[src/rtl/lfsr8_pkg.sv]
`timescale 1ns/1ps
package lfsr8_pkg;

  typedef enum logic {
    TOPO_FIB = 1'b0,
    TOPO_GAL = 1'b1
  } topo_e;

  // Fill value of the seed: the complement of the lock-up fill
  function automatic logic seed_fill(input logic xnor_fb);
    return ~xnor_fb;
  endfunction

endpackage

[src/rtl/lfsr_seed.sv]
`timescale 1ns/1ps
module lfsr_seed #(
  parameter int W = 8
) (
  input  logic         use_xnor,
  output logic [W-1:0] seed
);
  import lfsr8_pkg::*;

  always_comb seed = {W{seed_fill(use_xnor)}};

endmodule

[src/rtl/lfsr_fib_step.sv]
`timescale 1ns/1ps
module lfsr_fib_step #(
  parameter int           W    = 8,
  parameter logic [W-1:0] TAPS = 8'hB8
) (
  input  logic [W-1:0] cur,
  input  logic         invert,
  output logic [W-1:0] nxt
);
  logic parity;

  always_comb begin
    parity = (^(cur & TAPS)) ^ invert;
    nxt    = {cur[W-2:0], parity};
  end

endmodule

[src/rtl/lfsr_gal_step.sv]
`timescale 1ns/1ps
module lfsr_gal_step #(
  parameter int           W    = 8,
  parameter logic [W-1:0] MASK = 8'h71
) (
  input  logic [W-1:0] cur,
  input  logic         invert,
  output logic [W-1:0] nxt
);
  logic top;
  assign top = cur[W-1];

  for (genvar i = 0; i < W; i++) begin : g_bit
    if (i == 0) begin : g_lsb
      assign nxt[i] = top;
    end else if (MASK[i]) begin : g_tap
      assign nxt[i] = cur[i-1] ^ top ^ invert;
    end else begin : g_pass
      assign nxt[i] = cur[i-1];
    end
  end

endmodule

[src/rtl/lfsr8_gen.sv]
`timescale 1ns/1ps
module lfsr8_gen #(
  parameter int           W        = 8,
  parameter logic [W-1:0] FIB_TAPS = 8'hB8
) (
  input  logic         clk,
  input  logic         rst,
  input  logic         mode_galois,
  input  logic         use_xnor,
  output logic [W-1:0] state,
  output logic         serial_out
);
  import lfsr8_pkg::*;

  // In-line taps realising the same polynomial: tap at bit p-1 maps to bit p
  localparam logic [W-1:0] GAL_MASK = {FIB_TAPS[W-2:0], 1'b1};

  logic [W-1:0] state_q;
  logic [W-1:0] seed;
  logic [W-1:0] fib_nxt;
  logic [W-1:0] gal_nxt;
  logic [W-1:0] nxt;
  topo_e        topo;

  assign topo = topo_e'(mode_galois);

  lfsr_seed #(.W(W)) u_seed (
    .use_xnor (use_xnor),
    .seed     (seed)
  );

  lfsr_fib_step #(.W(W), .TAPS(FIB_TAPS)) u_fib (
    .cur    (state_q),
    .invert (use_xnor),
    .nxt    (fib_nxt)
  );

  lfsr_gal_step #(.W(W), .MASK(GAL_MASK)) u_gal (
    .cur    (state_q),
    .invert (use_xnor),
    .nxt    (gal_nxt)
  );

  always_comb nxt = (topo == TOPO_GAL) ? gal_nxt : fib_nxt;

  always_ff @(posedge clk) begin
    if (rst) state_q <= seed;
    else     state_q <= nxt;
  end

  assign state      = state_q;
  assign serial_out = state_q[W-1];

endmodule

[config.mk]
export PLATFORM = sky130hd
export DESIGN_NAME = lfsr8_gen
export DESIGN_NICKNAME = d
export VERILOG_FILES = /design/src/rtl/lfsr8_pkg.sv /design/src/rtl/lfsr_seed.sv /design/src/rtl/lfsr_fib_step.sv /design/src/rtl/lfsr_gal_step.sv /design/src/rtl/lfsr8_gen.sv
export SDC_FILE = /design/constraint.sdc
export NUM_CORES = 1
export LEC_CHECK = 0
export BUFFER_PORTS_ARGS = -buffer_cell sky130_fd_sc_hd__buf_2
export CAP_MARGIN = 20
export CORE_AREA = 2 2 39 41
export CTS_BUF_LIST = sky130_fd_sc_hd__clkbuf_4
export CTS_CLUSTER_DIAMETER = 30
export DETAILED_ROUTE_END_ITERATION = 10
export DIE_AREA = 0 0 41 43
export GPL_ROUTABILITY_DRIVEN = 1
export HOLD_SLACK_MARGIN = 0.12
export MAX_ROUTING_LAYER = met4
export SYNTH_ARGS = -nofsm -noshare
export SYNTH_HDL_FRONTEND = slang
export SYNTH_SLANG_ARGS = --single-unit
[constraint.sdc]
create_clock -name clk -period 1.1 [get_ports clk]
set_clock_uncertainty 0.1 [all_clocks]
set_input_delay 0.275 -clock clk [delete_from_list [all_inputs] [get_ports clk]]
set_output_delay 0.275 -clock clk [all_outputs]
set_load 0.02 [all_outputs]
Word level (Yosys, flattened, before mapping)
Cells that the tools add are included.
{"block": "classes", "n_reduce_logical": 1, "muxes": 2, "bitwise_logic": 8}
{"op": "$mux 8", "n": 1}
{"op": "$reduce_xor 8->1", "n": 1}
{"op": "$mux 7", "n": 1}
{"op": "$xor 1x1->1", "n": 7}
{"op": "$not 1->1", "n": 1}
{"block": "totals", "input_bits": 4, "ff_bits": 8}

Longest topological paths before layout
Gate-level depths: netlist (run 1).
{"block": "depth", "word_depth": 4, "mapped_depth": 4, "depth_no_buf": 3}

Modules after synthesis
A second synthesis (run 1) with hierarchy kept.
{"block": "hier_totals", "hier_cells": 62, "area_unflattened_um2": 605.6}
{"mod": "lfsr8_gen", "area_per_inst_um2": 340.3, "cells_each": 35, "seq_area_each_um2": 160.2, "n_inst": 1}
{"mod": "lfsr_gal_step", "area_per_inst_um2": 108.9, "cells_each": 8, "seq_area_each_um2": 0.0, "n_inst": 1}
{"mod": "lfsr_fib_step", "area_per_inst_um2": 100.1, "cells_each": 11, "seq_area_each_um2": 0.0, "n_inst": 1}
{"mod": "lfsr_seed", "area_per_inst_um2": 56.3, "cells_each": 8, "seq_area_each_um2": 0.0, "n_inst": 1}

Worst setup path after synthesis (run 1)
Ideal clock, no wire load.
{"block": "synth_timing", "path_type": "register to register", "from": "register state_q[4], in the netlist state[4]", "to": "register state_q[0], in the netlist state[0]", "t_arrival_ns": 1.133, "setup_slack_ns": -0.249, "required_time_ns": 0.884, "period_less_slack_ns": 1.349, "setup_ns": 0.116, "n_path_buf": 0, "path_stages_with_launch": 3, "path_cell_list": "dfxtp_1 -> xor3_1 -> o211a_1"}
{"block": "synth_via", "elab_chain_cells": 4}
{"item": "start: declaration", "line_no": "lfsr8_gen.sv:18", "rtl": "logic [W-1:0] state_q;"}
{"item": "start signal: assignment", "line_no": "lfsr8_gen.sv:48", "rtl": "else state_q <= nxt;"}
{"item": "$reduce_xor 8->1", "line_no": "lfsr_fib_step.sv:13", "rtl": "parity = (^(cur & TAPS)) ^ invert;"}
{"item": "$xor 1x1->1", "line_no": "lfsr_fib_step.sv:13"}
{"item": "$mux 7", "line_no": "lfsr8_gen.sv:44", "rtl": "always_comb nxt = (topo == TOPO_GAL) ? gal_nxt : fib_nxt;"}
{"item": "$mux 8", "line_no": "lfsr8_gen.sv:47", "rtl": "if (rst) state_q <= seed;"}
No other way between the ends.

Worst setup path in the final report (run 1)
{"block": "layout_timing", "from": "register state_q[5], in the netlist state[5]", "to": "register state_q[0], in the netlist state[0]"}
The elaborated chain is that of the path after synthesis.

==> results of run 1 <==
-- per-layer routing --
metal  global-route usage, %  wire length (µm)  vias to the layer above
met3                   6.283                25                        0
met4                   2.000                 0                        0
met1                   15.11               424                      163
met5                       -                 0                        -
met2                   17.50               447                        6
li1                        -                 -                      187
-- worst reg2reg max path: stages (launching register included) --
cell     delay, ns
dfxtp_4       0.34
xor3_1        0.42
o211a_1       0.22
-- kinds of logic after synthesis --
group	count (synthesis)	share of synthesized area (%)
buf+inv	9	11.39
xor+xnor	1	6.012
simple gates	6	12.97
compound gates	16	29.12
flops	8	40.51
-- worst paths after layout --
kind | cells past startpoint | endpoint | from | slack, ns
min reg2reg | 2 | state[3] | state[2] | 0.35
max reg2reg | 2 | state[0] | state[5] | -0.10
max | 2 | state[0] | state[5] | -0.10
min | 3 | state[5] | mode_galois | 0.31
-- repair_timing --
item                       in CTS  in global routing
resized for setup              22                  3
gates cloned                    0                  0
pin swaps                       0                  0
buffers inserted                4                  1
setup endpoints to repair      11                 11
-- layout by cell type, fill, tap and decap left out, drive strengths merged --
cell type / count
a22oi: 1
a31oi: 1
buf: 21
clkbuf: 4
dfxtp: 8
inv: 6
nand2: 1
nand2b: 1
nor2b: 1
nor3: 1
nor3b: 1
nor4b: 1
o211a: 4
o211ai: 3
o21ai: 6
o31a: 1
xor3: 1
-- cell usage after synthesis, drive strengths merged --
cell type	count	share of area [%]
nor4b	1	3.8
nor2b	1	2.2
nor3	1	1.3
clkbuf	1	1.9
o21ai	6	7.6
a22oi	1	1.9
o211ai	3	5.7
buf	2	3.8
o31a	1	2.2
xor3	1	6.0
inv	6	5.7
a31oi	1	1.6
nand2	1	0.95
nand2b	1	1.6
nor3b	1	3.2
o211a	4	10
dfxtp	8	41
-- power by group through the flow --
stage	registers, µW	logic (µW)	clock network, µW
3_3_place_gp	379	261	0
2_1_floorplan	435	120	0
5_1_grt	395	397	300
6_report	387	370	266
4_1_cts	384	350	276
3_5_place_dp	380	263	0
-- cell type report --
| cell class | count | area, µm² | share of cell area (%) |
|---|---|---|---|
| Clock buffer | 4 | 30.03 | 4.678 |
| Inverter | 6 | 22.52 | 3.509 |
| Multi-Input combinational cell | 23 | 201.4 | 31.38 |
| Sequential cell | 8 | 176.4 | 27.49 |
| Tap cell | 16 | 20.02 | 3.119 |
| Timing Repair Buffer | 21 | 191.4 | 29.82 |
-- stage by stage --
step | power [µW] | hold WS [ns] | std cells
2_1_floorplan | 555.2 | 0.3807 | 40
5_1_grt | 1092 | 0.3263 | 78
4_1_cts | 1010 | 0.3127 | 77
3_5_place_dp | 642.6 | 0.3434 | 69
6_report | 1022 | 0.3133 | 78
3_3_place_gp | 639.5 | 0.3374 | 69
==> impl_metrics.tcl, run 1 <==
set metrics [dict create \
    placeableCoreArea_mm2 0.001384 \
    overflow 0 \
    yosys_register_bits 8 \
    clk_pin_slew_worst_paths_ns 0.06 \
    crit_type "reg -> reg" \
    drtPass1Iterations 3 \
    clk_latency_ns 0.25 \
    ir_drop_mv 0.8617 \
    cp_cell_sequence "xor3_1 > o211a_1" \
    start_util_pct 28.57 \
    initialDrtViolationCount 1 \
    largest_reg_flops 8 \
    worstSetupStartpointType "flop" \
    failed_checks "setup timing" \
    switchingPower_uw 302.8 \
    finalWorstSetupSlack_ns -0.1048 \
    seqPwrFrac_pct 37.8 \
    switching_share_pct 29.62 \
    crit_slowest_cell "xor3_1" \
    combPwrFrac_pct 36.2 \
    slew-limit-headroom_pct 86.33 \
    place_area_um2 495.5 \
    vias 356 \
    nets 67 \
    grt_max_degree 10 \
    status "finished, violations left" \
    htree_levels 1 \
    yosysWarnings 0 \
    yosys.cell_types.count 19 \
    ioPinCount 13 \
    remaining_drc_errors 0 \
    grt_pass1_vias 336 \
    syn_area_um2 395.4 \
    grt_pass1_wl_mm 1.414 \
    syn_to_final_growth_pct 62.34 \
    totalWireLength_um 897 \
    arrival_ns 1.24 \
    endpoint_kind "flop" \
    syn_inst 40 \
    crit_fanout 2 \
    min_path_type "in -> reg" \
    cpPeakStageDelay_ns 0.42 \
    numCtsBuffers 3 \
    fin_crit_ns 1.205 \
    fill_cells 139 \
    grt_use_total_pct 12.14 \
    gp_congestion 0.7529 \
    ctsHoldBuffers 0 \
    power.density_mw_per_mm2 1593 \
    dpl_worst_slack_ns -0.08085 \
    cts_root_buf "clkbuf_4" \
    die_area_mm2 0.001763 \
    min_period_over_period_pct 109.5 \
    finalHoldViolations 0 \
    fmax_ghz 0.8300 \
    final_area_um2 641.9 \
    cts_buffer_depth 2 \
    die_h_um 43 \
    cts_tree "yes" \
    cap_violations 0 \
    maxSlewViolCount 0 \
    cts.sink_count 8 \
    tns_ns -0.4365 \
    yosysSeqAreaShare_pct 40.51 \
    internal_power_uw 719.6 \
    numPortBuffers 12 \
    worstPathRequired_ns 1.14 \
    routedWlPerCell_um 11.50 \
    tightest_slew_ns 0.2034 \
    die_w_um 41 \
    rsz0062_at_grt "yes" \
    critPathTopFamily "XOR/XNOR gates" \
    antenna_cells 0 \
    leakagePower_uw 0.0003061 \
    fin_util_pct 46.38 \
    drive_gt1_share_pct 59.68 \
    row_count 14 \
    syn_nets 44 \
    pwr-share-clk_pct 26.0 \
    viasPerCell 4.564 \
    finalSetupViolCount 6 \
    syn_avg_cell_area_um2 9.884 \
    antenna_found_initial 0 \
    dp_hpwl_um 619.7 \
    crit_buf_inv 0 \
    ant_nets 0 \
]
(Power assumes the default switching activity.)
==> inputs of run 2 (changes only) <==
--- a/config.mk
+++ b/config.mk
@@ -15,6 +15,7 @@
 export GPL_ROUTABILITY_DRIVEN = 1
 export HOLD_SLACK_MARGIN = 0.12
 export MAX_ROUTING_LAYER = met4
+export PLACE_DENSITY = 0.54
 export SYNTH_ARGS = -nofsm -noshare
 export SYNTH_HDL_FRONTEND = slang
 export SYNTH_SLANG_ARGS = --single-unit
==> run 2 against run 1 <==
Effect of this change: the flow still finishes with violations (setup timing); maximum frequency shrank 0.53%; combinational power up 2%; worst setup slack got worse by 0.0064 ns; sequential power is essentially flat; critical endpoint unchanged; largest cell class unchanged; largest power group unchanged.
==> impl_metrics.tcl, run 2 (same netlist as run 1, synthesis figures left out) <==
set metrics [dict create \
    numPortBuffers 12 \
    maxSlewViolCount 0 \
    final_common_cell "buf_6" \
    grt_max_degree 9 \
    syn_to_final_growth_pct 64.56 \
    worstSetupStartpointType "flop" \
    grt_pass1_wl_mm 1.276 \
    die_h_um 43 \
    totalWireLength_um 878 \
    r2r_start "state[5]" \
    seqCellArea_um2 176.4 \
    cts.sink_count 8 \
    rsz0062_at_grt "yes" \
    endpoint_kind "flop" \
    nets 67 \
    row_count 14 \
    initialDrtViolationCount 8 \
    ir_drop_mv 0.5996 \
    final_cells 78 \
    power.density_mw_per_mm2 1568 \
    largest_reg_flops 8 \
    antenna_cells 0 \
    tns_ns -0.3773 \
    fmax_ghz 0.8256 \
    crit_fanout 2 \
    whs_ns 0.3287 \
    routedWlPerCell_um 11.26 \
    ant_nets 0 \
    reg2reg_slack_ns -0.11 \
    numCtsBuffers 3 \
    cts_tree "yes" \
    fill_cells 139 \
    multi_input_area_um2 206.4 \
    drive_gt1_share_pct 59.68 \
    tightest_slew_ns 0.2197 \
    ioPinCount 13 \
    r2r-end "state[0]" \
    crit_type "reg -> reg" \
    die_area_mm2 0.001763 \
    start_util_pct 28.57 \
    ctsHoldBuffers 0 \
    power.total_uw 1020 \
    viasPerCell 4.833 \
    crit_end "state[0]" \
    dp_hpwl_um 606.4 \
    failed_checks "setup timing" \
    cts_buffer_depth 2 \
    worstPathRequired_ns 1.13 \
    antenna_found_initial 0 \
    finalWorstSetupSlack_ns -0.1112 \
    clk_pin_slew_worst_paths_ns 0.06 \
    leakagePower_uw 0.0003109 \
    placeableCoreArea_mm2 0.001384 \
    finalSetupViolCount 6 \
    arrival_ns 1.24 \
    finalHoldViolations 0 \
    min_period_over_period_pct 110.1 \
    critPathLaunch "state[5]" \
    vias 377 \
    grt_pass1_vias 308 \
    final_cell_mix "buf_6 (12), buf_4 (6), inv_1 (5)" \
    slew-limit-headroom_pct 85.35 \
    gp_congestion 0.7715 \
    cap_violations 0 \
    die_w_um 41 \
    grt_use_total_pct 11.34 \
    cts_root_buf "clkbuf_4" \
    min_path_type "in -> reg" \
    r2r_cells 2 \
    dpl.cell_count 69 \
    status "finished, violations left" \
    htree_levels 1 \
    overflow 0 \
    drtPass1Iterations 4 \
    fin_crit_ns 1.211 \
    remaining_drc_errors 0 \
    fin_util_pct 47.02 \
    clk_latency_ns 0.25 \
]
-- run 2: cell type report --
class	instances	share of cell area, %
clock buffers	4	4.615
inverters	6	3.462
multi-input cells	23	31.73
flip-flops and latches	8	27.12
well taps	16	3.077
repair buffers	21	30.00
-- run 2: worst min-delay path by stage --
| stage | start | end | slack, ns | cells past startpoint |
|---|---|---|---|---|
| floorplan | mode_galois | state[5] | 0.38 | 2 |
| CTS | mode_galois | state[5] | 0.31 | 3 |
| global route | mode_galois | state[5] | 0.33 | 3 |
| detailed placement | state[1] | state[2] | 0.34 | 2 |
| global placement | state[1] | state[2] | 0.34 | 2 |
| finish | mode_galois | state[5] | 0.33 | 3 |
-- run 2: repair_timing --
action / CTS / global route
setup buffers: 2 / 3
endpoints found under the hold margin: 0 / 0
pin swaps: 0 / 2
setup endpoints to repair: 8 / 13
resized for setup: 16 / 11
-- run 2: metrics by stage --
stage / setup slack, ns / cell area, µm²
5_1_grt: -0.1543 / 650.6
4_1_cts: -0.1193 / 590.6
3_3_place_gp: -0.08895 / 495.5
6_report: -0.1112 / 650.6
2_1_floorplan: -0.09883 / 407.9
3_5_place_dp: -0.09357 / 495.5
-- run 2: where the power goes --
part | internal [µW] | total, µW | switching, µW
registers | 344 | 386 | 42.5
logic | 218 | 378 | 161
clock network | 163 | 255 | 92.5
-- run 2: layer usage --
layer / part of all wire (%) / global-route usage (%) / routed length [µm]
met5: 0 / - / 0
met4: 1.6 / 6.000 / 14
met3: 5.4 / 6.283 / 47
met2: 50 / 13.75 / 441
met1: 43 / 14.56 / 374
-- run 2: worst max-delay path: stages (launching register included) --
cell and delay, ns:
dfxtp_4 0.34, xor3_1 0.43, o211a_1 0.22
